[config.mk]
export PLATFORM = sky130hd
export DESIGN_NAME = gpio_bank
export DESIGN_NICKNAME = d
export VERILOG_FILES = /design/src/rtl/gpio_bank_pkg.sv /design/src/rtl/gpio_bank_sync.sv /design/src/rtl/gpio_bank_blink.sv /design/src/rtl/gpio_bank_regs.sv /design/src/rtl/gpio_bank_irq.sv /design/src/rtl/gpio_bank.sv
export SDC_FILE = /design/constraint.sdc
export NUM_CORES = 1
export LEC_CHECK = 0
export ABC_CLOCK_PERIOD_IN_PS = 2400
export BUFFER_PORTS_ARGS = -buffer_cell sky130_fd_sc_hd__buf_4
export CORE_ASPECT_RATIO = 2
export CORE_UTILIZATION = 36
export DETAILED_ROUTE_END_ITERATION = 10
export GPL_ROUTABILITY_DRIVEN = 0
export GPL_TIMING_DRIVEN = 0
export PLACE_DENSITY = 0.63
export SYNTH_ARGS = -nofsm -noshare
export SYNTH_HDL_FRONTEND = slang
export SYNTH_SLANG_ARGS = --single-unit
[constraint.sdc]
create_clock -name clk -period 2.4 [get_ports clk]
set_clock_uncertainty 0.2 [all_clocks]
set_input_delay 0.24 -clock clk [delete_from_list [all_inputs] [get_ports clk]]
set_output_delay 0.24 -clock clk [all_outputs]
set_load 0.03 [all_outputs]
[src/rtl/gpio_bank_pkg.sv]
package gpio_bank_pkg;

   // Word index of each register (byte offset >> 2); software depends on it.
   typedef enum logic [2:0] {
      REG_DRIVE = 3'd0,
      REG_DIR   = 3'd1,
      REG_BLINK = 3'd2,
      REG_INV   = 3'd3,
      REG_VIEW  = 3'd4,
      REG_FLAG  = 3'd5,
      REG_EEN   = 3'd6,
      REG_LEN   = 3'd7
   } reg_idx_e;

   localparam int unsigned REG_IDX_W = 3;

endpackage

[src/rtl/gpio_bank_sync.sv]
module gpio_bank_sync #(
   parameter int unsigned WIDTH  = 32,
   parameter int unsigned STAGES = 2
) (
   input  logic             clk,
   input  logic             rst_n,
   input  logic [WIDTH-1:0] din,
   output logic [WIDTH-1:0] dout
);

   logic [STAGES-1:0][WIDTH-1:0] stg_q;

   always_ff @(posedge clk) begin
      if (!rst_n) begin
         stg_q <= '0;
      end else begin
         stg_q <= {stg_q[STAGES-2:0], din};
      end
   end

   assign dout = stg_q[STAGES-1];

endmodule

[src/rtl/gpio_bank_blink.sv]
module gpio_bank_blink #(
   parameter int unsigned DIV = 1024
) (
   input  logic clk,
   input  logic rst_n,
   output logic phase
);

   localparam int unsigned CNT_W = (DIV > 1) ? $clog2(DIV) : 1;
   localparam logic [CNT_W-1:0] LAST = CNT_W'(DIV - 1);

   logic [CNT_W-1:0] cnt_q;
   logic             phase_q;

   always_ff @(posedge clk) begin
      if (!rst_n) begin
         cnt_q   <= '0;
         phase_q <= 1'b0;
      end else if (cnt_q == LAST) begin
         cnt_q   <= '0;
         phase_q <= ~phase_q;
      end else begin
         cnt_q   <= cnt_q + 1'b1;
      end
   end

   assign phase = phase_q;

endmodule

[src/rtl/gpio_bank_regs.sv]
module gpio_bank_regs
   import gpio_bank_pkg::*;
#(
   parameter int unsigned       NUM_PINS = 32,
   parameter int unsigned       BUS_W    = 32,
   parameter int unsigned       ADDR_W   = 5,
   parameter logic [NUM_PINS-1:0] DIR_RST = '1
) (
   input  logic                clk,
   input  logic                rst_n,
   input  logic                bus_wr,
   input  logic [ADDR_W-1:0]   bus_addr,
   input  logic [BUS_W-1:0]    bus_wdata,
   output logic [BUS_W-1:0]    bus_rdata,
   input  logic [NUM_PINS-1:0] view,
   input  logic [NUM_PINS-1:0] flag,
   output logic [NUM_PINS-1:0] drive_q,
   output logic [NUM_PINS-1:0] dir_q,
   output logic [NUM_PINS-1:0] blink_q,
   output logic [NUM_PINS-1:0] inv_q,
   output logic [NUM_PINS-1:0] een_q,
   output logic [NUM_PINS-1:0] len_q,
   output logic                flag_wr,
   output logic [NUM_PINS-1:0] flag_keep
);

   reg_idx_e            idx;
   logic                aligned;
   logic                hit;
   logic [NUM_PINS-1:0] wval;

   assign idx     = reg_idx_e'(bus_addr[REG_IDX_W+1:2]);
   assign aligned = (bus_addr[1:0] == 2'b00);
   assign hit     = bus_wr && aligned;
   assign wval    = bus_wdata[NUM_PINS-1:0];

   always_ff @(posedge clk) begin
      if (!rst_n) begin
         drive_q <= '0;
         dir_q   <= DIR_RST;
         blink_q <= '0;
         inv_q   <= '0;
         een_q   <= '0;
         len_q   <= '0;
      end else if (hit) begin
         case (idx)
            REG_DRIVE: drive_q <= wval;
            REG_DIR:   dir_q   <= wval;
            REG_BLINK: blink_q <= wval;
            REG_INV:   inv_q   <= wval;
            REG_EEN:   een_q   <= wval;
            REG_LEN:   len_q   <= wval;
            default:   ;
         endcase
      end
   end

   assign flag_wr   = hit && (idx == REG_FLAG);
   assign flag_keep = wval;

   always_comb begin
      bus_rdata = '0;
      case (idx)
         REG_DRIVE: bus_rdata[NUM_PINS-1:0] = drive_q;
         REG_DIR:   bus_rdata[NUM_PINS-1:0] = dir_q;
         REG_BLINK: bus_rdata[NUM_PINS-1:0] = blink_q;
         REG_INV:   bus_rdata[NUM_PINS-1:0] = inv_q;
         REG_VIEW:  bus_rdata[NUM_PINS-1:0] = view;
         REG_FLAG:  bus_rdata[NUM_PINS-1:0] = flag;
         REG_EEN:   bus_rdata[NUM_PINS-1:0] = een_q;
         REG_LEN:   bus_rdata[NUM_PINS-1:0] = len_q;
         default:   bus_rdata = '0;
      endcase
   end

endmodule

[src/rtl/gpio_bank_irq.sv]
module gpio_bank_irq #(
   parameter int unsigned NUM_PINS   = 32,
   parameter int unsigned GROUP_SIZE = 8
) (
   input  logic                           clk,
   input  logic                           rst_n,
   input  logic [NUM_PINS-1:0]            view,
   input  logic [NUM_PINS-1:0]            een,
   input  logic [NUM_PINS-1:0]            len,
   input  logic                           flag_wr,
   input  logic [NUM_PINS-1:0]            flag_keep,
   output logic [NUM_PINS-1:0]            flag_q,
   output logic [NUM_PINS/GROUP_SIZE-1:0] irq_o
);

   localparam int unsigned NUM_GROUPS = NUM_PINS / GROUP_SIZE;

   logic [NUM_PINS-1:0] prev_q;
   logic [NUM_PINS-1:0] rise;
   logic [NUM_PINS-1:0] cause;
   logic [NUM_PINS-1:0] flag_d;

   assign rise   = view & ~prev_q;
   // a new rising edge overrides a clearing write in the same cycle
   assign flag_d = (flag_q & (flag_wr ? flag_keep : {NUM_PINS{1'b1}})) | rise;

   always_ff @(posedge clk) begin
      if (!rst_n) begin
         prev_q <= '0;
         flag_q <= '0;
      end else begin
         prev_q <= view;
         flag_q <= flag_d;
      end
   end

   assign cause = (view & len) | (flag_q & een);

   for (genvar g = 0; g < NUM_GROUPS; g++) begin : g_line
      assign irq_o[g] = |cause[g*GROUP_SIZE +: GROUP_SIZE];
   end

endmodule

[src/rtl/gpio_bank.sv]
module gpio_bank #(
   parameter int unsigned NUM_PINS    = 32,
   parameter int unsigned GROUP_SIZE  = 8,
   parameter int unsigned BUS_W       = 32,
   parameter int unsigned ADDR_W      = 5,
   parameter int unsigned SYNC_STAGES = 2,
   parameter int unsigned BLINK_DIV   = 1024,
   localparam int unsigned NUM_GROUPS = NUM_PINS / GROUP_SIZE
) (
   input  logic                  clk,
   input  logic                  rst_n,
   input  logic                  bus_wr,
   input  logic [ADDR_W-1:0]     bus_addr,
   input  logic [BUS_W-1:0]      bus_wdata,
   output logic [BUS_W-1:0]      bus_rdata,
   input  logic [NUM_PINS-1:0]   pin_i,
   output logic [NUM_PINS-1:0]   pad_out_o,
   output logic [NUM_PINS-1:0]   pad_oe_o,
   output logic [NUM_GROUPS-1:0] irq_o
);

   if (NUM_PINS % GROUP_SIZE != 0) begin : g_bad_group
      $error("NUM_PINS must be a multiple of GROUP_SIZE");
   end
   if (NUM_PINS > BUS_W) begin : g_bad_width
      $error("NUM_PINS must not exceed BUS_W");
   end
   if (ADDR_W != gpio_bank_pkg::REG_IDX_W + 2) begin : g_bad_addr
      $error("ADDR_W must cover exactly eight word registers");
   end
   if (SYNC_STAGES < 2) begin : g_bad_sync
      $error("SYNC_STAGES must be at least 2");
   end
   if (BLINK_DIV < 2) begin : g_bad_blink
      $error("BLINK_DIV must be at least 2");
   end

   logic [NUM_PINS-1:0] sync_q;
   logic [NUM_PINS-1:0] pin_view;
   logic [NUM_PINS-1:0] drive_q;
   logic [NUM_PINS-1:0] dir_q;
   logic [NUM_PINS-1:0] blink_q;
   logic [NUM_PINS-1:0] inv_q;
   logic [NUM_PINS-1:0] een_q;
   logic [NUM_PINS-1:0] len_q;
   logic [NUM_PINS-1:0] flag_q;
   logic [NUM_PINS-1:0] flag_keep;
   logic                flag_wr;
   logic                blink_phase;

   gpio_bank_sync #(
      .WIDTH (NUM_PINS),
      .STAGES(SYNC_STAGES)
   ) sync_i (
      .clk  (clk),
      .rst_n(rst_n),
      .din  (pin_i),
      .dout (sync_q)
   );

   assign pin_view = sync_q ^ inv_q;

   gpio_bank_regs #(
      .NUM_PINS(NUM_PINS),
      .BUS_W   (BUS_W),
      .ADDR_W  (ADDR_W),
      .DIR_RST ({NUM_PINS{1'b1}})
   ) regs_i (
      .clk      (clk),
      .rst_n    (rst_n),
      .bus_wr   (bus_wr),
      .bus_addr (bus_addr),
      .bus_wdata(bus_wdata),
      .bus_rdata(bus_rdata),
      .view     (pin_view),
      .flag     (flag_q),
      .drive_q  (drive_q),
      .dir_q    (dir_q),
      .blink_q  (blink_q),
      .inv_q    (inv_q),
      .een_q    (een_q),
      .len_q    (len_q),
      .flag_wr  (flag_wr),
      .flag_keep(flag_keep)
   );

   gpio_bank_irq #(
      .NUM_PINS  (NUM_PINS),
      .GROUP_SIZE(GROUP_SIZE)
   ) irq_i (
      .clk      (clk),
      .rst_n    (rst_n),
      .view     (pin_view),
      .een      (een_q),
      .len      (len_q),
      .flag_wr  (flag_wr),
      .flag_keep(flag_keep),
      .flag_q   (flag_q),
      .irq_o    (irq_o)
   );

   gpio_bank_blink #(
      .DIV(BLINK_DIV)
   ) blink_i (
      .clk  (clk),
      .rst_n(rst_n),
      .phase(blink_phase)
   );

   for (genvar p = 0; p < NUM_PINS; p++) begin : g_pad
      assign pad_oe_o[p]  = ~dir_q[p];
      assign pad_out_o[p] = blink_q[p] ? blink_phase : drive_q[p];
   end

endmodule

Word level (Yosys, flattened, before mapping)
Index checks and enable logic that the tools add are counted.

operators by class
  add/subtract/negate cells = 1
  equal/unequal tests = 8
  muxes and demuxes = 34
  bitwise gates (word level) = 42
  reductions and logical operators = 15

operators by type and width
  cell                                                  count
  one-hot mux 32 bit (8 select lines)                   1
  AND 32 bit                                            4
  bitwise OR 32 bit                                     2
  inverter 1 bit                                        34
  two-way mux 1 bit                                     32
  two-way mux 32 bit                                    1
  inverter 32 bit                                       1
  OR reduction 8 bit                                    4
  bitwise XOR 32 bit                                    1
  equality test 3 bit (second input constant)           4
  AND reduction 2 bit                                   6
  adder 10 x 1 -> 10 bit (second input constant)        1
  equality test 10 bit (second input constant)          1
  equality test 3 x 2 -> 1 bit (second input constant)  2
  equality test 3 x 1 -> 1 bit (second input constant)  1
  logical NOT 3 bit                                     1
  logical AND 1 bit                                     2
  logical NOT 2 bit                                     1
  OR reduction 2 bit                                    1

storage, ports and cells
  register bits = 331
  input bits = 72
  output and inout bits = 100
  word-level logic and storage cells = 112

Depth between registers and ports, before layout
Gate-level depths: netlist of the first run.

  depth after elaboration = 6
  depth in mapped cells = 8
  mapped depth without buffers = 5

Modules after synthesis
A second synthesis of the first run with hierarchy kept.

second synthesis, totals
  cells, all modules = 1769
  area, all modules = 15487.4 um^2

by module, submodules not included
  module           times used  cells an instance  area each (um^2)  seq. area each (um^2)
  gpio_bank_regs   1           1212               9643.0            3843.7
  gpio_bank_irq    1           239                2558.7            1281.2
  gpio_bank_sync   1           166                2031.9            1281.2
  gpio_bank        1           99                 775.7             0.0
  gpio_bank_blink  1           53                 478.0             220.2

Least setup slack after synthesis of the first run
No wires, ideal clock.

  path kind = input to output
  from = in bus_addr[3]
  to = out bus_rdata[3]
  arrival time = 1908 ps
  data required time = 1960 ps
  slack = 52 ps
  stages = 7
  path through = buf_2 buf_2 buf_2 nand2_1 nor2_1 a211oi_1 o21ai_0

on the way
  cells in the longest elaborated chain, start to end = 2
  elaborated cells between the ends (all ways) = 9
  classes of those cells = 7 x eq/ne; 1 x mux; 1 x reduce/logical

RTL lines
  element                                            line                  RTL
  start: declaration                                 gpio_bank.sv:13       input logic [ADDR_W-1:0] bus_addr,
  equality test 3 bit, or another cell as far along  gpio_bank_regs.sv:63  case (idx)
  one-hot mux 32 bit (8 select lines) *              gpio_bank_regs.sv:63
  end: declaration                                   gpio_bank.sv:15       output logic [BUS_W-1:0] bus_rdata,

Mark *: on every way between the ends. The rest lies on a longest branch, timed or not.

Final worst setup path of the first run
  from = reg sync_i.stg_q (netlist bit sync_i.dout[9])
  to = out irq_o[1]

on the way
  cells in the longest elaborated chain, start to end = 4

RTL lines
  element                   line                  RTL
  start: declaration        gpio_bank_sync.sv:11  logic [STAGES-1:0][WIDTH-1:0] stg_q;
  start signal: assignment  gpio_bank_sync.sv:17  stg_q <= {stg_q[STAGES-2:0], din};
  bitwise XOR 32 bit        gpio_bank.sv:61       assign pin_view = sync_q ^ inv_q;
  AND 32 bit                gpio_bank_irq.sv:37   assign cause = (view & len) | (flag_q & een);
  bitwise OR 32 bit         gpio_bank_irq.sv:37
  OR reduction 8 bit        gpio_bank_irq.sv:40   assign irq_o[g] = |cause[g*GROUP_SIZE +: GROUP_SIZE];
  end: declaration          gpio_bank.sv:19       output logic [NUM_GROUPS-1:0] irq_o

Every way passes these cells.

==> results of run 1 <==
[routing by layer]
metal / share of wire, % / up-vias
li1: - / 6261
met1: 33 / 6811
met2: 49 / 865
met3: 7.7 / 330
met4: 10 / 0
met5: 0 / -
[layout by cell type, fill, tap and decap left out, types with 16 or more instances in the layout]
cell           count
nand2_1          313
dfxtp_1          302
buf_4            177
and2_1            98
nand3_1           73
dlygate4sd3_1     66
clkbuf_1          60
o211ai_1          57
nor2_1            55
a21boi_1          52
o21ai_0           50
a21boi_0          45
nand3b_1          41
inv_1             36
mux2_2            35
o21ai_1           31
clkbuf_16         31
mux2i_1           30
a21oi_1           26
a22oi_1           22
buf_6             20
a221oi_1          19
buf_2             17
xor2_1            16
[power breakdown]
part	switching, mW	internal [mW]
clock	2.29	3.03
sequential	0.102	5.61
combinational	0.880	0.537
total	3.28	9.18
[state kept, by name, indices dropped and copies added (netlist names)]
register	cells
sync_i.dout	32
regs_i.inv_q	32
blink_i.cnt_q	10
regs_i.len_q	32
sync_i.stg_q	32
regs_i.drive_q	32
blink_i.phase	1
irq_i.flag_q	32
regs_i.blink_q	32
regs_i.een_q	32
irq_i.prev_q	32
regs_i.dir_q	32
[logic make-up (layout without fill, tap and decap cells)]
family | count (synthesis) | count (layout)
and+or+nand+nor | 639 | 639
AOI/OAI and AO/OA | 401 | 401
DFF | 331 | 331
buffers and inverters | 164 | 468
muxes | 71 | 71
xor gates and xnor gates | 38 | 38
adders and majority gates | 1 | 1
[how the worst max path moves through the flow]
stage	from	end	slack [ps]
floorplan	bus_addr[3]	bus_rdata[3]	50
global placement	bus_addr[3]	bus_rdata[0]	-860
detailed placement	bus_addr[3]	bus_rdata[0]	-870
CTS	regs_i.inv_q[12]	irq_o[1]	-120
global route	regs_i.inv_q[6]	irq_o[0]	-140
finish	sync_i.dout[9]	irq_o[1]	-110
[per-stage QoR]
stage / power [mW] / hold WS [ps]
detailed placement: 7.02 / 219
global placement: 7.01 / 217
CTS: 12.4 / 1.15
floorplan: 6.42 / 167
global route: 12.7 / 82.9
finish: 12.5 / 7.66
[layout make-up]
type | instances | area share [%]
multi-input cells | 1150 | 40.0
flip-flops and latches | 331 | 35.3
repair buffers | 249 | 11.2
clock buffers | 42 | 4.73
plain buffers | 126 | 3.60
well taps | 525 | 3.46
clock inverters | 13 | 0.917
inverters | 38 | 0.772
[timing repair]
item,CTS,global route
gates resized for setup,157,61
setup buffers,14,2
pin swaps,29,27
hold endpoints to repair,257,0
hold buffers,66,0
setup endpoints to repair,65,55
[worst min-delay path, delay by kind of cell]
kind / cells / cell delay (ps)
AO/OA/AOI/OAI: 1 / 60
buffers and inverters: 1 / 110
AND/OR/NAND/NOR: 3 / 350
==> results.yml, run 1 <==
sta:
  finalWorstPathRequiredPeriod_ps: 2510
  tightestPinTransition_ps: 1510
  relSlewSlack_pct: -0.956
  finalSetupViolations: 9
  tns_ps: -366
  fin_ws_ps: -108
  fin_crit_sh_pct: 105
  clock.fmax_mhz: 399
  finalHoldViolCount: 0
  rsz0062_at_grt: "yes"
  slew_violations: 11
drt:
  via_per_inst: 5.77
  drtIter0Drc: 1339
  wirelength_um: 62900
  postRouteAntennaNets: 0
  wl_per_cell_um: 25.4
  remaining_drc_errors: 0
  first_pass_iters: 6
  via_count: 14267
yosys:
  ys_ff_latch: 331
  avgSynthCellArea_um2: 8.74
  synth-simple-area-share_pct: 21.2
  synth_top_family_by_area: "simple AND/OR/NAND/NOR gates"
  yosys_warnings: 0
  syn-cell-area_um2: 14400
  synthAdderAreaFrac_pct: 0.0870
  synth.most_common_cell: "dfxtp_1"
  yosys.area.top_type_share_pct: 46.1
  synth-main-ff-cell: "dfxtp_1"
  synth_top_area_cell: "dfxtp_1"
  syn-instance-count: 1645
  synth_compound_area_share_pct: 20.0
  synth_edf_count: 0
  synth_xor_area_share_pct: 2.32
  ys_top_cells_by_area: "dfxtp_1, nand2_1, and2_1, o211ai_1, mux2_2"
  synthMuxAreaShare_pct: 5.69
  synth_nets: 1718
  synth_common_cells: "dfxtp_1, nand2_1, and2_1"
  yosysSeqAreaShare_pct: 46.1
  ys_async_sr_fraction_pct: 0
  ys_types: 57
setup_path:
  cp_num_buf_inv: 1
  worstSetupPathType: "reg -> out"
  cp_top_family: "compound AO/OA/AOI/OAI gates"
  worstRegToRegCells: 4
  worstPathMaxFanout: 3
  endpoint_kind: "output pin"
  worstSetupPathDepth: 5
  rr_endpoint: "blink_i.cnt_q[7]"
  cpPeakStageDelay_ps: 390
  crit_slowest_cell: "dfxtp_1"
  crit_chain: "xor2_1 -> a22o_1 -> a221oi_2 -> nand4_1 -> buf_6"
  r2r-start: "blink_i.cnt_q[3]"
  crit_arrival_ps: 2070
  startpoint_type: "register"
  cp.required_ps: 1960
  r2r_slack_ps: 670
global_route:
  grt_pass1_vias: 13996
  top_usage_layer: "met2"
  grt_overflow_total: 0
  use_met1_pct: 31.9
  grt_use_total_pct: 30.8
  antenna_found_initial: 0
  grt_pass1_wl_um: 90200
  use_met3_pct: 5.17
  grt_max_degree: 16
  met2_usage_pct: 52.6
cts:
  cts_sinks: 331
  cts_buffers: 31
  root_buffer: "clkbuf_16"
  cts_tree: "yes"
  cts_max_level: 1
  insertion_delay_ps: 600
  clockBufferDepth: 3
  clk_pin_slew_worst_paths_ps: 70
status:
  status: "finished with violations"
  violations: "max-capacitance violations, max-slew violations, negative setup slack"
power:
  power_density_nw_per_um2: 657
  irDropWorstVdd_uv: 636
  power_leakage_nw: 7.59
final_layout:
  register_area_um2: 6700
  fillers: 3871
  multi_input_area_um2: 7580
  fin_util_pct: 48.1
  fin_nets: 2000
  syn2layout_area_growth_pct: 31.9
  postLayoutCellArea_um2: 19000
  diodes: 0
  instances_no_fill: 2474
  post_route_cells_drive_above_1_share_pct: 22.4
die:
  rows: 103
  coreArea_um2: 39400
  io_pins: 172
  start_util_pct: 36.5
  die_y_um: 285
  die_w_um: 143
  die_area_um2: 40800
hold_path:
  hp-start: "bus_addr[1]"
  worstHoldEndpoint: "regs_i.inv_q[0]"
  hold_path_depth: 5
  hold_path_class: "in -> reg"
placement:
  dp.cells: 2337
  dp_slack_ps: -869
  portBuffers: 167
  hpwlAfterDp_um: 44900
  placed_area_um2: 16300
job:
  cap_violations: 1
(Power assumes the default switching activity.)
==> inputs of run 2 (changes only) <==
CORE_UTILIZATION = 53   (was 36)
PLACE_DENSITY = 0.83   (was 0.63)
==> run 2 against run 1 <==
  * The flow finishes with violations (negative setup slack)
  * Wire length is 3.2% lower
  * Cell area shrank 2.1%
  * Die area fell by 32%
  * Final cell count fell by 7.5%
  * Critical path depth unchanged
  * Critical path type unchanged
  * Highest routed layer unchanged
==> results.yml, run 2 (synthesis gave the netlist of run 1 again) <==
final_layout:
  final_cell_mix: "nand2_1, dfxtp_1, buf_4"
  post_route_cells_drive_above_1_share_pct: 22.0
  fin_nets: 1994
  syn2layout_area_growth_pct: 29.1
  instances_no_fill: 2289
  final_common_cell: "nand2_1"
  fillers: 1956
  postLayoutCellArea_um2: 18600
die:
  start_util_pct: 54.3
  coreArea_um2: 26500
  die_w_um: 118
  rows: 84
  die_y_um: 235
  die_area_um2: 27800
  io_pins: 172
drt:
  wl_per_cell_um: 26.6
  drtIter0Drc: 2096
  remaining_drc_errors: 0
  wirelength_um: 60900
  first_pass_iters: 7
  postRouteAntennaNets: 0
  via_per_inst: 6.64
  via_count: 15207
sta:
  fin_crit_sh_pct: 103
  finalHoldViolCount: 0
  fin_ws_ps: -75.5
  rsz0062_at_grt: "yes"
  slew_violations: 0
  relSlewSlack_pct: 20.1
  tightestPinTransition_ps: 1190
  clock.fmax_mhz: 404
  whs_ps: 43.5
  finalWorstPathRequiredPeriod_ps: 2480
  finalSetupViolations: 15
setup_path:
  worstPathMaxFanout: 2
  r2r-start: "blink_i.cnt_q[3]"
  cp.required_ps: 1960
  worstSetupPathType: "reg -> out"
  endpoint_kind: "output pin"
  startpoint_type: "register"
  r2r_slack_ps: 690
  rr_endpoint: "blink_i.cnt_q[7]"
  worstRegToRegCells: 4
  crit_arrival_ps: 2040
cts:
  cts_sinks: 331
  insertion_delay_ps: 600
  clockBufferDepth: 3
  cts_buffers: 29
  root_buffer: "clkbuf_16"
  clk_pin_slew_worst_paths_ps: 70
  cts_tree: "yes"
  cts_max_level: 1
global_route:
  met2_usage_pct: 69.0
  grt_pass1_vias: 14968
  grt_pass1_wl_um: 89100
  grt_use_total_pct: 43.0
  use_met1_pct: 45.0
  use_met3_pct: 12.1
  grt_max_degree: 17
  grt_overflow_total: 0
  top_usage_layer: "met2"
  antenna_found_initial: 2
placement:
  dp.cells: 2156
  portBuffers: 167
  hpwlAfterDp_um: 40200
  placed_area_um2: 16100
power:
  power_leakage_nw: 7.55
  irDropWorstVdd_uv: 464
  power_density_nw_per_um2: 673
  finalPower_mw: 12.5
status:
  status: "finished with violations"
  violations: "negative setup slack"
hold_path:
  worstHoldEndpoint: "regs_i.drive_q[0]"
  hold_path_class: "in -> reg"
  hold_path_depth: 5
  hp-start: "bus_addr[1]"
job:
  cap_violations: 0
-- run 2: where the power goes --
| part | switching [mW] | total (mW) | leakage (nW) | internal, mW |
|---|---|---|---|---|
| clock | 2.28 | 5.38 | 0.527 | 3.10 |
| combinational | 0.879 | 1.40 | 4.32 | 0.519 |
| sequential | 0.0987 | 5.71 | 2.71 | 5.61 |
-- run 2: layout make-up --
| type | instances | area [um^2] | share of cell area (%) |
|---|---|---|---|
| repair buffers | 247 | 2070 | 11.1 |
| flip-flops and latches | 331 | 6680 | 36.0 |
| diodes | 1 | 2.50 | 0.0135 |
| plain buffers | 124 | 659 | 3.55 |
| well taps | 344 | 430 | 2.32 |
| inverters | 38 | 143 | 0.769 |
| clock inverters | 20 | 294 | 1.58 |
| multi-input cells | 1150 | 7500 | 40.4 |
| clock buffers | 34 | 785 | 4.23 |
-- run 2: timing repair --
action	CTS	global route
gates resized for setup	104	83
setup buffers	10	5
pin swaps	23	21
endpoints found under the setup margin	65	39
hold buffers	65	0
endpoints found under the hold margin	257	0
-- run 2: metal layers --
layer / routed length (um) / part of all wire [%]
met4: 7440 / 12
met2: 27400 / 45
met3: 7610 / 12
met5: 0 / 0
met1: 18500 / 30
-- run 2: worst max-delay path, cell delays in order (launching register included) --
cell and delay, ps:
dfxtp_4 370, xor2_4 190, a22o_1 210, a221oi_2 250, nand4_1 220, buf_6 200
-- run 2: worst max path at each step --
stage / slack, ps / end / startpoint / cells after the start
floorplan: 50 / bus_rdata[3] / bus_addr[3] / 7
global placement: -630 / bus_rdata[0] / bus_addr[3] / 7
detailed placement: -680 / bus_rdata[20] / bus_addr[3] / 7
CTS: -50 / irq_o[0] / sync_i.dout[6] / 5
global route: -100 / bus_rdata[30] / regs_i.inv_q[30] / 5
finish: -80 / irq_o[0] / regs_i.inv_q[6] / 5
-- run 2: through the flow --
stage | util [%] | setup slack (ps) | TNS (ps)
2_1_floorplan | - | 52.2 | 0
3_3_place_gp | 60.6 | -635 | -20420
3_5_place_dp | 60.6 | -679 | -21410
4_1_cts | 68.8 | -46.0 | -47.4
5_1_grt | 70.1 | -98.4 | -432
6_report | 70.1 | -75.5 | -326
==> inputs of run 3 (changes only) <==
ABC_CLOCK_PERIOD_IN_PS = 2600   (was 2400)
RECOVER_POWER = 25   (was not set)
clock period = 2.6 ns   (was 2.4 ns; I/O delays follow)
==> run 3 against run 2 <==
  * The flow still finishes with violations (negative setup slack)
  * Total power fell by 8.5%
  * Utilization down 2.3 points
  * First-iteration DRC count fell by 8.2%
  * Count of clock-buffer cells in the layout unchanged
  * Wire length is 3.3% lower
  * Sequential cell count is the same
  * Critical path depth rose by 2
  * Clock power fell by 8.2%
  * Largest cell class unchanged
  * Highest routed layer unchanged
==> results.yml, run 3 (synthesis gave the netlist of run 1 again) <==
power:
  internal_power_mw: 8.49
  power_frac_seq_pct: 46.1
  comb_power_share_pct: 10.7
  sw_frac_of_total_pct: 25.7
  p_sw_mw: 2.94
  power_density_nw_per_um2: 636
  irDropWorstVdd_uv: 427
  finalPower_mw: 11.4
  power_leakage_nw: 7.31
  p_clk_share_pct: 43.2
final_layout:
  syn2layout_area_growth_pct: 24.9
  diodes: 0
  multi_input_area_um2: 7140
  register_area_um2: 6630
  fillers: 2052
  final_common_cell: "dfxtp_1"
  fin_nets: 1983
  final_cell_mix: "dfxtp_1, nand2_1, buf_4"
  post_route_cells_drive_above_1_share_pct: 17.6
global_route:
  antenna_found_initial: 1
  grt_pass1_wl_um: 87200
  grt_max_degree: 17
  grt_use_total_pct: 42.1
  grt_pass1_vias: 14783
  grt_overflow_total: 0
setup_path:
  startpoint_type: "primary input"
  crit_chain: "buf_2 -> nor2b_1 -> clkbuf_1 -> a221oi_1 -> a211oi_1 -> o21ai_0 -> buf_4"
  cp.required_ps: 2140
  cp_num_buf_inv: 3
  crit_slowest_cell: "clkbuf_1"
  worstPathMaxFanout: 10
  cpPeakStageDelay_ps: 690
  worstSetupPathType: "in -> out"
  cp_top_family: "buffers and inverters"
  crit_arrival_ps: 2210
  endpoint_kind: "output pin"
die:
  io_pins: 172
  rows: 84
  die_w_um: 118
  die_area_um2: 27800
  coreArea_um2: 26500
  die_y_um: 235
  start_util_pct: 54.3
drt:
  first_pass_iters: 7
  postRouteAntennaNets: 0
  wl_per_cell_um: 25.9
  via_per_inst: 6.48
  remaining_drc_errors: 0
  wirelength_um: 59000
  drtIter0Drc: 1924
  via_count: 14766
cts:
  root_buffer: "clkbuf_16"
  cts_tree: "yes"
  cts_sinks: 331
  cts_max_level: 1
  cts_buffers: 29
  clk_pin_slew_worst_paths_ps: 70
  insertion_delay_ps: 590
  clockBufferDepth: 3
job:
  cap_violations: 0
sta:
  slew_violations: 0
  tns_ps: -293
  relSlewSlack_pct: 23.0
  finalWorstPathRequiredPeriod_ps: 2670
  fin_ws_ps: -65.4
  finalSetupViolations: 9
  rsz0062_at_grt: "no"
  tightestPinTransition_ps: 1150
  clock.fmax_mhz: 375
  finalHoldViolCount: 0
  fin_crit_sh_pct: 103
hold_path:
  hold_path_class: "in -> reg"
placement:
  portBuffers: 167
  hpwlAfterDp_um: 40200
status:
  status: "finished with violations"
  violations: "negative setup slack"
-- run 3: changes by cell type in the layout (fill, tap and decap cells not counted), moves of 17 or more --
cell / change
dfxtp_2: -19
and2_1: -47
xor2_1: +17
dfxtp_1: +26
and2_0: +47
-- run 3: what timing repair did --
action / in CTS / in global routing
endpoints found under the hold margin: 257 / 0
setup buffers: 0 / 2
resized for setup: 31 / 39
hold buffers: 66 / 0
pin swaps: 0 / 2
endpoints found under the setup margin: 42 / 35
-- run 3: layout make-up --
type | count | share of cell area, %
well taps | 344 | 2.40
multi-input cells | 1150 | 39.8
inverters | 38 | 0.794
flip-flops and latches | 331 | 36.9
repair buffers | 235 | 10.7
clock buffers | 34 | 4.37
clock inverters | 20 | 1.64
plain buffers | 125 | 3.37
-- run 3: layer usage --
layer | global-route usage, % | routed length (um)
met4 | 40.2 | 6820
met2 | 67.7 | 27000
met1 | 43.6 | 18200
met5 | 0 | 0
met3 | 11.7 | 6910
-- run 3: path summary, 6_finish.rpt --
| kind | start | end | slack, ps | cells after the start |
|---|---|---|---|---|
| worst max-delay path | bus_addr[2] | bus_rdata[3] | -70 | 7 |
| worst min-delay path | bus_addr[0] | regs_i.drive_q[0] | 110 | 5 |
| worst max register to register | blink_i.cnt_q[3] | blink_i.cnt_q[7] | 920 | 4 |
| worst min register to register | sync_i.stg_q[16] | sync_i.dout[16] | 230 | 1 |
-- run 3: power groups by stage --
stage / Clock (mW) / Combinational, mW / Sequential (mW)
finish: 4.94 / 1.22 / 5.27
global route: 5.11 / 1.25 / 5.28
CTS: 4.90 / 1.15 / 5.27
detailed placement: 0 / 1.05 / 5.38
global placement: 0 / 1.04 / 5.38
floorplan: 0 / 0.571 / 5.35
-- run 3: tightest hold or removal path, cell delays in order --
cell and delay (ps):
buf_4 90, or3b_1 210, nor2_1 140, nand2_1 90
a21boi_0 60
-- run 3: per-stage QoR --
step	worst slack, ps	area [um^2]	util (%)	hold WS [ps]	instances
final	-65.4	18000	67.8	113	2277
after global routing	0.578	18000	67.8	152	2277
after CTS	0.699	17900	67.5	40.0	2276
after detailed placement	-519	16100	60.6	217	2156
after global placement	-475	16100	60.6	213	2156
after floorplan	212	14400	-	187	1645
